## config.mk

```make
export PLATFORM = sky130hd
export DESIGN_NAME = lt_capture_timer
export DESIGN_NICKNAME = d
export VERILOG_FILES = /design/src/rtl/ltc_pkg.sv /design/src/rtl/ltc_prescaler.sv /design/src/rtl/ltc_counter.sv /design/src/rtl/ltc_edge_sync.sv /design/src/rtl/lt_capture_timer.sv
export SDC_FILE = /design/constraint.sdc
export NUM_CORES = 1
export LEC_CHECK = 0
export BUFFER_PORTS_ARGS = -buffer_cell sky130_fd_sc_hd__buf_4
export CAP_MARGIN = 20
export CORE_MARGIN = 2
export CORE_UTILIZATION = 53
export DETAILED_ROUTE_END_ITERATION = 6
export GPL_ROUTABILITY_DRIVEN = 0
export PLACE_DENSITY = 0.84
export SLEW_MARGIN = 20
export SYNTH_ARGS = -nofsm -noshare
export SYNTH_HDL_FRONTEND = slang
export SYNTH_HIERARCHICAL = 1
export SYNTH_SLANG_ARGS = --single-unit
```

## constraint.sdc

```tcl
create_clock -name clk -period 2 [get_ports clk]
set_input_delay 0.1 -clock clk [delete_from_list [all_inputs] [get_ports clk]]
set_output_delay 0.1 -clock clk [all_outputs]
set_load 0.02 [all_outputs]
```

## src/rtl/ltc_pkg.sv

```systemverilog
// Shared definitions for the lite capture timer.
// Assumes an 8-bit register port with a single address bit.
package ltc_pkg;
    localparam int CSR_CAP_IE = 0;
    localparam int CSR_CAP_F  = 1;
    localparam int CSR_TB_IE  = 2;
    localparam int CSR_TB_F   = 3;

    typedef enum logic {
        SEL_CSR = 1'b0,
        SEL_CAP = 1'b1
    } reg_sel_e;
endpackage

```

## src/rtl/ltc_prescaler.sv

```systemverilog
// Divides the oscillator clock by DIV and emits a one-cycle tick.
// Assumes DIV >= 1; a high halt freezes the phase and suppresses the tick.
module ltc_prescaler #(
    parameter int DIV = 32
) (
    input  logic clk,
    input  logic rst_n,
    input  logic halt,
    output logic tick
);
    localparam int PW = (DIV > 1) ? $clog2(DIV) : 1;

    generate
        if (DIV == 1) begin : g_nodiv
            assign tick = !halt;
        end else begin : g_div
            localparam logic [PW-1:0] LAST = PW'(DIV - 1);
            logic [PW-1:0] phase_q;

            assign tick = !halt && (phase_q == LAST);

            // Advance the phase on every non-halted cycle, restarting after LAST.
            always_ff @(posedge clk) begin
                if (!rst_n)
                    phase_q <= '0;
                else if (!halt)
                    phase_q <= (phase_q == LAST) ? '0 : phase_q + 1'b1;
            end
        end
    endgenerate
endmodule

```

## src/rtl/ltc_counter.sv

```systemverilog
// Free-running up-counter stepped by the prescaler tick.
// Flags the cycle in which it rolls from all ones to zero.
module ltc_counter #(
    parameter int W = 8
) (
    input  logic         clk,
    input  logic         rst_n,
    input  logic         tick,
    output logic [W-1:0] count,
    output logic         wrap
);
    assign wrap = tick && (count == {W{1'b1}});

    // Step the count by one per tick.
    always_ff @(posedge clk) begin
        if (!rst_n)
            count <= '0;
        else if (tick)
            count <= count + 1'b1;
    end
endmodule

```

## src/rtl/ltc_edge_sync.sv

```systemverilog
// Synchronizes an asynchronous pin through STAGES flops.
// Reports a one-cycle pulse on any level change of the synchronized value.
// Assumes STAGES >= 2.
module ltc_edge_sync #(
    parameter int STAGES = 2
) (
    input  logic clk,
    input  logic rst_n,
    input  logic pin,
    output logic edge_det
);
    logic [STAGES-1:0] chain_q;
    logic              prev_q;

    genvar gi;
    generate
        for (gi = 0; gi < STAGES; gi++) begin : g_stage
            // Shift the pin level one flop further along the chain.
            always_ff @(posedge clk) begin
                if (!rst_n)
                    chain_q[gi] <= 1'b0;
                else if (gi == 0)
                    chain_q[gi] <= pin;
                else
                    chain_q[gi] <= chain_q[(gi == 0) ? 0 : gi-1];
            end
        end
    endgenerate

    // Keep the previous synchronized level for comparison.
    always_ff @(posedge clk) begin
        if (!rst_n)
            prev_q <= 1'b0;
        else
            prev_q <= chain_q[STAGES-1];
    end

    assign edge_det = chain_q[STAGES-1] ^ prev_q;
endmodule

```

## src/rtl/lt_capture_timer.sv

```systemverilog
// Lite timer top: prescaled 8-bit counter, input capture, two flags,
// two gated interrupt requests and a one-address-bit register port.
// Assumes reads are single-cycle strobes; the clearing side effects act at the next edge.
module lt_capture_timer
    import ltc_pkg::*;
#(
    parameter int DATA_W      = 8,
    parameter int DIV         = 32,
    parameter int SYNC_STAGES = 2
) (
    input  logic              clk,
    input  logic              rst_n,
    input  logic              halt,
    input  logic              cap_pin,
    input  logic              rd_en,
    input  logic              wr_en,
    input  logic              addr,
    input  logic [DATA_W-1:0] wdata,
    output logic [DATA_W-1:0] rdata,
    output logic              irq_cap,
    output logic              irq_tb
);
    localparam logic [DATA_W-1:0] WR_MASK =
        DATA_W'((1 << CSR_CAP_IE) | (1 << CSR_TB_IE));

    logic              tick;
    logic              wrap;
    logic [DATA_W-1:0] count_q;
    logic              cap_edge;
    logic [DATA_W-1:0] cap_val_q;
    logic              cap_flag_q;
    logic              tb_flag_q;
    logic [DATA_W-1:0] ctrl_q;
    logic              cap_rd;
    logic              csr_rd;
    logic              csr_wr;
    logic              cap_take;
    logic              cap_ie;
    logic              tb_ie;

    ltc_prescaler #(.DIV(DIV)) u_pre (
        .clk   (clk),
        .rst_n (rst_n),
        .halt  (halt),
        .tick  (tick)
    );

    ltc_counter #(.W(DATA_W)) u_cnt (
        .clk   (clk),
        .rst_n (rst_n),
        .tick  (tick),
        .count (count_q),
        .wrap  (wrap)
    );

    ltc_edge_sync #(.STAGES(SYNC_STAGES)) u_sync (
        .clk      (clk),
        .rst_n    (rst_n),
        .pin      (cap_pin),
        .edge_det (cap_edge)
    );

    assign cap_rd   = rd_en && (addr == SEL_CAP);
    assign csr_rd   = rd_en && (addr == SEL_CSR);
    assign csr_wr   = wr_en && (addr == SEL_CSR);
    assign cap_take = cap_edge && (!cap_flag_q || cap_rd);
    assign cap_ie   = ctrl_q[CSR_CAP_IE];
    assign tb_ie    = ctrl_q[CSR_TB_IE];

    // Capture the count on an accepted edge; otherwise a read clears the flag.
    always_ff @(posedge clk) begin
        if (!rst_n) begin
            cap_val_q  <= '0;
            cap_flag_q <= 1'b0;
        end else if (cap_take) begin
            cap_val_q  <= count_q;
            cap_flag_q <= 1'b1;
        end else if (cap_rd) begin
            cap_flag_q <= 1'b0;
        end
    end

    // Set the timebase flag on wrap; a status read clears it unless a wrap coincides.
    always_ff @(posedge clk) begin
        if (!rst_n)
            tb_flag_q <= 1'b0;
        else if (wrap)
            tb_flag_q <= 1'b1;
        else if (csr_rd)
            tb_flag_q <= 1'b0;
    end

    // Hold the writable enable bits of the control/status register.
    always_ff @(posedge clk) begin
        if (!rst_n)
            ctrl_q <= '0;
        else if (csr_wr)
            ctrl_q <= wdata & WR_MASK;
    end

    // Select the read data for the addressed register.
    always_comb begin
        rdata = '0;
        if (addr == SEL_CAP) begin
            rdata = cap_val_q;
        end else begin
            rdata            = ctrl_q & WR_MASK;
            rdata[CSR_CAP_F] = cap_flag_q;
            rdata[CSR_TB_F]  = tb_flag_q;
        end
    end

    assign irq_cap = cap_flag_q && cap_ie;
    assign irq_tb  = tb_flag_q && tb_ie;
endmodule

```

; Word level (Yosys, flattened, before mapping)
; Cells that the tools add are included.
[word_totals]
reg_bits = 28
inputBits = 15
output_inout_bits = 10
elab_cells = 34
[classes]
add_sub_neg = 2
n_eq_ne = 2
mux = 6
n_bitwise = 2
reduce_logical = 13
[op_table]
columns = cell, count
row1 = $add 8x1->8 const B, 1
row2 = $eq 8x8->1 const B, 1
row3 = $logic_and 1x1->1, 8
row4 = $mux 8, 1
row5 = $add 5x1->5 const B, 1
row6 = $eq 5x5->1 const B, 1
row7 = $mux 5, 1
row8 = $mux 1, 4
row9 = $reduce_bool 2->1, 2
row10 = $logic_not 1->1, 2
row11 = $logic_or 1x1->1, 1
row12 = $not 1->1, 1
row13 = $xor 1x1->1, 1

; Longest topological paths before layout
; Gate-level depths: netlist of run 1.
[logic_depth]
depth_word = 4
depth_mapped = 10
depth_no_buf = 9

; Hierarchy
; Netlist of run 1, hierarchy kept.
[by_module_without_submodules]
columns = module, instances, cells_each, area_per_inst_um2, seq_area_each_um2
row1 = lt_capture_timer, 1, 61, 579.3, 240.2
row2 = ltc_counter, 1, 39, 367.9, 160.2
row3 = ltc_prescaler, 1, 25, 264.0, 100.1
row4 = ltc_edge_sync, 1, 7, 88.8, 60.1

; Least setup slack after synthesis of run 1
; No wires, ideal clock.
[synth_timing]
path_type = reg-to-reg
start = reg u_pre.g_div.phase_q[0]
end = reg tb_flag_q
setup_time_ps = 115
arrival_ps = 1639
required_time_ps = 1885
path_slack_ps = 246
stages_incl_launch_ff = 11
n_path_buf = 1
period_less_slack_ps = 1754
path_cell_list = dfxtp_1 > ha_1 > and3_1 > ha_1 > and2b_2 > buf_4 > nand3_1 > nor2_1 > and3_1 > a21oi_1 > nor2b_1
[synth_via]
elab_chain_len = 4
elab_cells_between_ends = 5
classes_between = eq/ne: 1 / mux: 1 / reduce/logical: 3
[synth_rtl]
columns = element, line_no
row1 = start: declaration, ltc_prescaler.sv:18  ; logic [PW-1:0] phase_q;
row2 = start signal: assignment, ltc_prescaler.sv:27  ; phase_q <= (phase_q == LAST) ? '0 : phase_q + 1'b1;
row3 = $eq 5x5->1 *, ltc_prescaler.sv:20  ; assign tick = !halt && (phase_q == LAST);
row4 = $logic_and 1x1->1 *, ltc_prescaler.sv:20
row5 = named net tick, lt_capture_timer.sv:26  ; logic tick;
row6 = $logic_and 1x1->1 *, ltc_counter.sv:12  ; assign wrap = tick && (count == {W{1'b1}});
row7 = named net wrap, lt_capture_timer.sv:27  ; logic wrap;
row8 = $mux 1 / $reduce_bool 2->1 (equally long branches), n/a
row9 = end signal: assignment, lt_capture_timer.sv:86  ; tb_flag_q <= 1'b0;
row10 = end signal: assignment, lt_capture_timer.sv:88  ; tb_flag_q <= 1'b1;
row11 = end signal: assignment, lt_capture_timer.sv:90  ; tb_flag_q <= 1'b0;
row12 = end: declaration, lt_capture_timer.sv:32  ; logic tb_flag_q;
; Mark *: on every way through the listed nets, which the timed path passes. The rest lies on a longest branch.
; A chain may end at the register's enable or synchronous reset.

; Final worst setup path of run 1
[layout_timing]
start = reg u_pre.g_div.phase_q[0]
end = reg u_cnt.count[5]
[layout_via]
elab_chain_len = 2
[layout_rtl]
columns = element, line_no
row1 = $eq 5x5->1, ltc_prescaler.sv:20
row2 = $logic_and 1x1->1, ltc_prescaler.sv:20
row3 = named net tick, lt_capture_timer.sv:26
row4 = end signal: assignment, ltc_counter.sv:19  ; count <= count + 1'b1;
row5 = end: declaration, ltc_counter.sv:9  ; output logic [W-1:0] count,
; The timed path passes the listed nets, and every way through them passes these cells.

==> results of run 1 <==
==> power by group through the flow <==
| stage | sequential [W] | combinational, W | clock (W) |
|---|---|---|---|
| after global routing | 0.000574 | 0.0000809 | 0.000297 |
| after detailed placement | 0.000585 | 0.0000729 | 0 |
| after floorplan | 0.000583 | 0.0000519 | 0 |
| final | 0.000573 | 0.0000735 | 0.000264 |
| after global placement | 0.000584 | 0.0000706 | 0 |
| after CTS | 0.000573 | 0.0000744 | 0.000274 |
==> synthesized netlist by cell type <==
library cell / count
a21oi_1: 2
clkbuf_1: 2
o21a_1: 1
nand4b_1: 1
nor2_1: 2
mux2i_1: 15
and2_2: 2
and3_1: 2
nor3b_1: 1
nand4_2: 1
or3_1: 1
and2_1: 11
nand3_1: 2
mux2_2: 4
and2b_2: 1
a21boi_1: 2
buf_4: 2
nand2b_1: 2
nand4_1: 1
nor3_1: 2
buf_6: 2
xor2_1: 3
nor2b_1: 8
a21boi_2: 1
ha_1: 4
or4b_1: 1
dfxtp_1: 28
inv_1: 1
o21ai_0: 2
nor2b_4: 1
nand2_1: 21
xnor2_1: 3
==> flip-flops by register name, indices dropped and copies added, names as in the netlist <==
register / cells
u_sync/prev_q: 1
tb_flag_q: 1
u_cnt/count: 8
u_pre/g_div.phase_q: 5
ctrl_q: 2
u_sync/chain_q: 2
cap_flag_q: 1
cap_val_q: 8
==> final cells by class <==
| cell class | count | area share |
|---|---|---|
| multi-input cells | 97 | 0.467 |
| flip-flops and latches | 28 | 0.379 |
| repair buffers | 20 | 0.103 |
| clock buffers | 4 | 0.0245 |
| well taps | 28 | 0.0237 |
| inverters | 1 | 0.00254 |
==> timing repair <==
action,in CTS,in global routing
hold buffers,1,0
endpoints found under the hold margin,1,0
setup endpoints to repair,0,0
==> worst reg2reg max path: stages, from the launching register on <==
cell	delay, ps
dfxtp_1	400
ha_1	200
and3_1	190
ha_1	140
and2b_2	230
nand4_2	140
or3_1	340
a21boi_1	140
==> per-layer routing <==
metal	up-vias	routed length, um	global-route usage
met5	-	0	0
met4	0	14	0.0641
met3	2	76	0.0424
met2	14	929	0.276
met1	418	976	0.184
li1	475	-	-
==> stage by stage <==
stage | cell area, um^2 | utilization | instances | total power [W]
floorplan | 1300 | - | 132 | 0.000635
CTS | 1480 | 0.650 | 178 | 0.000921
finish | 1480 | 0.650 | 178 | 0.000910
global route | 1480 | 0.650 | 178 | 0.000952
global placement | 1430 | 0.629 | 173 | 0.000655
detailed placement | 1430 | 0.629 | 173 | 0.000658
==> how the worst max path moves through the flow <==
stage,startpoint,endpoint,cells after the start
after floorplan,u_pre/g_div.phase_q[0]$_SDFFE_PN0N_,tb_flag_q$_SDFFE_PN0P_,10
after global placement,u_pre/g_div.phase_q[0]$_SDFFE_PN0N_,tb_flag_q$_SDFFE_PN0P_,9
after detailed placement,u_pre/g_div.phase_q[0]$_SDFFE_PN0N_,tb_flag_q$_SDFFE_PN0P_,9
after CTS,u_pre/g_div.phase_q[0]$_SDFFE_PN0N_,tb_flag_q$_SDFFE_PN0P_,9
after global routing,u_pre/g_div.phase_q[0]$_SDFFE_PN0N_,tb_flag_q$_SDFFE_PN0P_,9
final,u_pre/g_div.phase_q[0]$_SDFFE_PN0N_,u_cnt/count[5]$_SDFFE_PN0P_,7
==> cell families after synthesis <==
kind of cell	synth area share
buffers and inverters	0.0375
AO/OA/AOI/OAI	0.0414
adder cells (fa/ha/maj)	0.0385
AND/OR/NAND/NOR	0.261
XOR/XNOR	0.0404
flip-flops	0.431
multiplexers	0.150
==> results.cfg, run 1 <==
[route]
initialDrtViolationCount = 10
drtPass1Iterations = 4
wl_per_cell_um = 11.2
vias = 909
antenna_left = 0
drcViolationCount = 0
drt-total-wl_mm = 2.00
viasPerCell = 5.11

[finish]
n_antenna_cell = 0
multiInputGateArea_um2 = 691
regArea_um2 = 561
fillCellCount = 165
drive_gt1_frac = 0.220
mostFrequentLayoutCells = 28 x dfxtp_1, 21 x nand2_1, 19 x buf_4
area_delta_synth_final_pct = 13.8
mostFrequentLayoutCell = dfxtp_1
fin_nets = 170

[timing]
fin_worst_skew_ps = 3.05
hold_viol = 0
grt_setup_unrepaired = false
slew_violations = 0
relSlewSlack = 0.794
tightest_slew_ps = 309
holdWs_ps = 40.5
layout_worst_path_cycle_share = 0.913
fmax_mhz = 548
setup_slack_ps = 174
tns_ps = 0
setup_viol = 0
fin_crit_ps = 1830

[yosys]
synth_top_area_frac = 0.431
syn_inst = 132
synth_top_area_cell = dfxtp_1
yosys_warnings = 6
synth_nets = 151
ys_types = 32
synth.area.top_cells = dfxtp_1 43%, mux2i_1 12%, nand2_1 6.1%
synth-seq-cells = 28
synth_area_um2 = 1300
syn_avg_cell_area_um2 = 9.85
seq_area_frac_synth = 0.431

[power]
p_int_w = 0.000717
peakVddDrop_v = 0.000325
p_clk_frac = 0.290
pwr-share-comb = 0.081
swShare = 0.212
p_leak_nw = 0.620
p_switching_w = 0.000193
seq_power_share = 0.629
pwr_density_cell_nw_per_um2 = 615

[global_routing]
grt_pass1_vias = 829
antenna_found_initial = 0
grt_max_degree = 39
track_usage = 0.159
grt_first_pass_wirelength_mm = 3.32
gr-total-overflow = 0

[min_path]
min_to = ctrl_q[2]$_SDFFE_PN0P_
hold_start = wdata[2]
min_path_cells = 3
worstHoldPathType = in2reg

[cts]
cts_resized = 0
root_buffer = clkbuf_4
clock_latency_ps = 320
cts.sinks = 28
tritoncts = done
clk_path_buf_depth = 2
numCtsBuffers = 3
post-cts-setup-buffers = 0
path_clk_slew_ps = 140
cts_max_level = 1

[setup_path]
r2r_end = u_cnt/count[5]$_SDFFE_PN0P_
crit_required_ps = 2260
r2r_start = u_pre/g_div.phase_q[0]$_SDFFE_PN0N_
slowest_delay_ps = 400
worstPathMaxFanout = 7
crit_path_frequent_cell = ha_1
critPathArrivalTime_ps = 2090
path_buf_inv = 0
reg2regPathDepth = 7
startpoint_type = register
r2r_slack_ps = 170
endpoint_kind = register
crit_type = reg2reg
path_delay_family = simple AND/OR/NAND/NOR gates
cp_cell_sequence = ha_1, and3_1, ha_1, and2b_2, nand4_2, or3_1, a21boi_1
cp_slowest_cell = dfxtp_1

[floorplanning]
die_w_um = 53.5
rows = 17
dieArea_um2 = 2860
boundaryPins = 25
die_h_um = 53.5
core_um2 = 2280
start_util = 0.571

[place]
dp_hpwl_mm = 1.47
io_buffers = 18
pre_cts_ws_ps = 186

[flow_run]
max_cap_viol_count = 0

[status]
status = finished clean
Note: power is estimated with default switching activity, not from simulation.
==> run 2: changes to the inputs <==
BUFFER_PORTS_ARGS = unset   (was -buffer_cell sky130_fd_sc_hd__buf_4)
CORE_UTILIZATION = 60   (was 53)
DONT_BUFFER_PORTS = 1   (was unset)
PLACE_DENSITY = 0.83   (was 0.84)
==> run 2 against run 1 <==
Against the previous run:
- clock power shrank 17%
- combinational power down 15%
- cell count fell by 8.4%
- sequential share of layout area is 2.9 points higher
- clock skew about the same
- maximum frequency fell by 1.9%
- critical path type unchanged
- critical endpoint is now tb_flag_q$_SDFFE_PN0P_
==> results.cfg, run 2 (same netlist as run 1, synthesis figures left out) <==
[setup_path]
r2r_start = u_pre/g_div.phase_q[0]$_SDFFE_PN0N_
crit_end = tb_flag_q$_SDFFE_PN0P_
r2r_slack_ps = 140
worstPathMaxFanout = 7
crit_type = reg2reg
r2r_end = tb_flag_q$_SDFFE_PN0P_
crit_start = u_pre/g_div.phase_q[0]$_SDFFE_PN0N_
critPathArrivalTime_ps = 2090
endpoint_kind = register
crit_required_ps = 2230
reg2regPathDepth = 9
startpoint_type = register

[floorplanning]
start_util = 0.649
core_um2 = 2000
boundaryPins = 25
dieArea_um2 = 2550
die_w_um = 50.5
die_h_um = 50.5
rows = 16

[timing]
slew_violations = 0
fin_worst_skew_ps = 3.31
tns_ps = 0
fin_crit_ps = 1860
setup_viol = 0
tightest_slew_ps = 545
fmax_mhz = 537
setup_slack_ps = 139
relSlewSlack = 0.637
layout_worst_path_cycle_share = 0.930
hold_viol = 0
grt_setup_unrepaired = false

[route]
antenna_left = 0
viasPerCell = 5.47
initialDrtViolationCount = 7
drtPass1Iterations = 4
vias = 891
wl_per_cell_um = 13.0
drt-total-wl_mm = 2.13
drcViolationCount = 0

[finish]
mostFrequentLayoutCells = 27 x dfxtp_1, 21 x nand2_1, 15 x mux2i_1
fillCellCount = 153
stdcell_count = 163
drive_gt1_frac = 0.125
fin_nets = 157
fin_area_um2 = 1380
mostFrequentLayoutCell = dfxtp_1
n_antenna_cell = 0
reg_top3 = cap_val_q (8), u_cnt/count (8), u_pre/g_div.phase_q (5)
area_delta_synth_final_pct = 5.97

[global_routing]
track_usage = 0.197
gr-total-overflow = 0
grt_first_pass_wirelength_mm = 3.75
antenna_found_initial = 0
grt_pass1_vias = 876
grt_max_degree = 39

[power]
p_switching_w = 0.000184
seq_power_share = 0.670
p_leak_nw = 0.541
pwr-share-comb = 0.073
swShare = 0.216
peakVddDrop_v = 0.000510
p_int_w = 0.000671
power.total_w = 0.000855
pwr_density_cell_nw_per_um2 = 621
p_clk_frac = 0.256

[cts]
clock_latency_ps = 320
clk_path_buf_depth = 2
path_clk_slew_ps = 130
numCtsBuffers = 3
cts.sinks = 28
tritoncts = done
post-cts-setup-buffers = 0
root_buffer = clkbuf_4
cts_max_level = 1

[place]
pre_cts_ws_ps = 158
dp_hpwl_mm = 1.46
io_buffers = 0
dpl.cell_count = 154
placed_area_um2 = 1300

[flow_run]
max_cap_viol_count = 0

[status]
status = finished clean

[min_path]
worstHoldPathType = in2reg
hold_start = rd_en
==> run 2: metal layers <==
| layer | share of wire | track usage | vias to the layer above |
|---|---|---|---|
| met5 | 0 | 0 | - |
| met4 | 0.013 | 0.0766 | 0 |
| met3 | 0.043 | 0.0655 | 5 |
| met2 | 0.48 | 0.329 | 18 |
| met1 | 0.47 | 0.232 | 418 |
| li1 | - | - | 450 |
==> run 2: worst max-delay path, cell delays in order (launching register included) <==
cell     delay (ps)
dfxtp_2         360
ha_1            230
and3_1          210
ha_1            180
and2b_2         250
nand3_1         110
nor2_2           60
and3_1          190
a21oi_1         130
nor2b_1          60
==> run 2: worst min path at each step <==
stage          cells past startpoint                     endpoint
2_1_floorplan                      1  u_cnt/count[0]$_SDFFE_PN0P_
3_3_place_gp                       1      cap_flag_q$_SDFFE_PN0P_
3_5_place_dp                       1      cap_flag_q$_SDFFE_PN0P_
6_report                           2      cap_flag_q$_SDFFE_PN0P_
4_1_cts                            2      cap_flag_q$_SDFFE_PN0P_
5_1_grt                            2      cap_flag_q$_SDFFE_PN0P_
==> run 2: through the flow <==
step           hold slack, ps   util
3_3_place_gp              222  0.648
4_1_cts                  2.18  0.689
6_report                 6.04  0.688
3_5_place_dp              225  0.648
5_1_grt                  8.37  0.688
2_1_floorplan             222      -
==> run 2: layout make-up <==
| type | count | area, um^2 | area share |
|---|---|---|---|
| multi-input cells | 97 | 693 | 0.503 |
| inverters | 1 | 3.75 | 0.00272 |
| flip-flops and latches | 28 | 562 | 0.408 |
| repair buffers | 7 | 62.6 | 0.0454 |
| well taps | 27 | 33.8 | 0.0245 |
| clock buffers | 3 | 22.5 | 0.0163 |
==> run 2: timing repair <==
action | 4_1_cts | 5_1_grt
gates resized for setup | 0 | 2
endpoints found under the setup margin | 0 | 2
endpoints found under the hold margin | 28 | 0
hold buffers | 6 | 0
==> run 2: power groups by stage <==
stage | combinational [W] | sequential [W] | clock (W)
6_report | 0.0000627 | 0.000573 | 0.000219
5_1_grt | 0.0000687 | 0.000575 | 0.000239
4_1_cts | 0.0000634 | 0.000573 | 0.000224
3_5_place_dp | 0.0000433 | 0.000585 | 0
3_3_place_gp | 0.0000416 | 0.000584 | 0
2_1_floorplan | 0.0000519 | 0.000583 | 0
==> run 3: changes to the inputs <==
CELL_PAD_IN_SITES_DETAIL_PLACEMENT = 1   (was unset)
CELL_PAD_IN_SITES_GLOBAL_PLACEMENT = 1   (was unset)
CORE_ASPECT_RATIO = 0.7   (was unset)
CORE_UTILIZATION = 46   (was 60)
==> run 3 against run 2 <==
Against the previous run:
- power rose by 8.7%
- worst hold slack hardly changed
- via count fell by 0.34%
- non-clock buffer count decreased by 1
- flip-flop and latch count did not move
- sequential power about the same
- critical path type unchanged
- largest power group unchanged
- highest routed layer unchanged
==> results.cfg, run 3 (same netlist as run 1, synthesis figures left out) <==
[timing]
grt_setup_unrepaired = false
setup_slack_ps = 187
holdWs_ps = 5.59
tns_ps = 0
tightest_slew_ps = 544
hold_viol = 0
fin_worst_skew_ps = 4.28
slew_violations = 0
setup_viol = 0
fin_crit_ps = 1810
relSlewSlack = 0.637
layout_worst_path_cycle_share = 0.907
fmax_mhz = 552

[global_routing]
grt_max_degree = 39
gr-usage-met2 = 0.279
met1_usage = 0.189
track_usage = 0.162
grt.busiest_layer = met2
grt_first_pass_wirelength_mm = 3.97
antenna_found_initial = 0
met3_usage = 0.0558
gr-total-overflow = 0
grt_pass1_vias = 910

[setup_path]
path_buf_inv = 0
slowest_delay_ps = 390
worstPathMaxFanout = 6
cp_slowest_cell = dfxtp_1
critPathArrivalTime_ps = 2020
startpoint_type = register
reg2regPathDepth = 7
crit_required_ps = 2210
path_delay_family = simple AND/OR/NAND/NOR gates
crit_path_frequent_cell = ha_1
crit_type = reg2reg
endpoint_kind = register
cp.depth = 7
cp_cell_sequence = ha_1, and3_1, ha_1, and2b_2, nand4_2, or3_1, a21boi_1

[cts]
clock_latency_ps = 270
clk_path_buf_depth = 2
cts_max_level = 1
numCtsBuffers = 3
tritoncts = done
cts.sinks = 28
root_buffer = clkbuf_8
path_clk_slew_ps = 90

[min_path]
worstHoldPathType = in2reg
min_path_cells = 2

[finish]
fillCellCount = 307
drive_gt1_frac = 0.133
fin_nets = 156
mostFrequentLayoutCells = 28 x dfxtp_1, 21 x nand2_1, 15 x mux2i_1
regArea_um2 = 561
area_delta_synth_final_pct = 7.03
fin_area_um2 = 1390
n_antenna_cell = 0
mostFrequentLayoutCell = dfxtp_1
multiInputGateArea_um2 = 693
reg_top3 = cap_val_q (8), u_cnt/count (8), u_pre/g_div.phase_q (5)

[place]
io_buffers = 0
dp_hpwl_mm = 1.73
pre_cts_ws_ps = 153
placed_area_um2 = 1310

[route]
drt-total-wl_mm = 2.34
initialDrtViolationCount = 11
viasPerCell = 5.19
drcViolationCount = 0
drtPass1Iterations = 4
wl_per_cell_um = 13.7
antenna_left = 0
vias = 888

[floorplanning]
start_util = 0.474
rows = 16
die_w_um = 67.5
boundaryPins = 25
die_h_um = 48.5
core_um2 = 2740
dieArea_um2 = 3270

[flow_run]
max_cap_viol_count = 0

[power]
pwr_density_cell_nw_per_um2 = 668
power.total_w = 0.000929
p_leak_nw = 0.548
peakVddDrop_v = 0.000405

[status]
status = finished clean
-- run 3: cell types whose count changed in the layout (fill, tap and decap cells not counted) --
cell	before	now
dfxtp_2	1	0
buf_4	1	3
dlygate4sd3_1	5	2
clkbuf_8	0	3
dfxtp_1	27	28
clkbuf_4	3	0
-- run 3: final timing paths --
check	slack (ps)	start	to
setup / recovery	190	u_pre/g_div.phase_q[0]$_SDFFE_PN0N_	u_cnt/count[5]$_SDFFE_PN0P_
hold / removal	6	halt	u_pre/g_div.phase_q[4]$_SDFFE_PN0N_
setup reg to reg	190	u_pre/g_div.phase_q[0]$_SDFFE_PN0N_	u_cnt/count[5]$_SDFFE_PN0P_
hold reg to reg	450	u_sync/chain_q[0]$_SDFF_PN0_	u_sync/chain_q[1]$_SDFF_PN0_
-- run 3: what timing repair did --
| action | CTS | global route |
|---|---|---|
| hold buffers | 3 | 0 |
| buffers inserted | 0 | 2 |
| gates resized for setup | 0 | 1 |
| endpoints found under the setup margin | 0 | 2 |
| endpoints found under the hold margin | 28 | 0 |
-- run 3: area by class of cell --
class | count | share of cell area
flip-flops and latches | 28 | 0.403
well taps | 36 | 0.0324
multi-input cells | 97 | 0.498
inverters | 1 | 0.00270
clock buffers | 3 | 0.0297
repair buffers | 6 | 0.0342
-- run 3: worst register-to-register path, delay by kind of cell (launching register included) --
family,cells,cell delay [ps]
simple gates,4,890
flops,1,390
fa+ha+maj,2,340
compound gates,1,130
-- run 3: routing by layer --
metal  part of all wire  wire length [um]
met1               0.45              1050
met3              0.028                65
met2               0.52              1210
met4             0.0056                13
met5                  0                 0
-- run 3: where the power goes --
group	internal [W]	switching (W)	leakage [nW]
clock network	0.000135	0.000165	0.0216
logic	0.0000290	0.0000284	0.300
registers	0.000566	0.00000579	0.227
total	0.000730	0.000199	0.548
-- run 3: metrics by stage --
step,util,instances
after floorplan,-,132
after global placement,0.477,163
after detailed placement,0.477,163
after CTS,0.503,169
after global routing,0.507,171
final,0.507,171
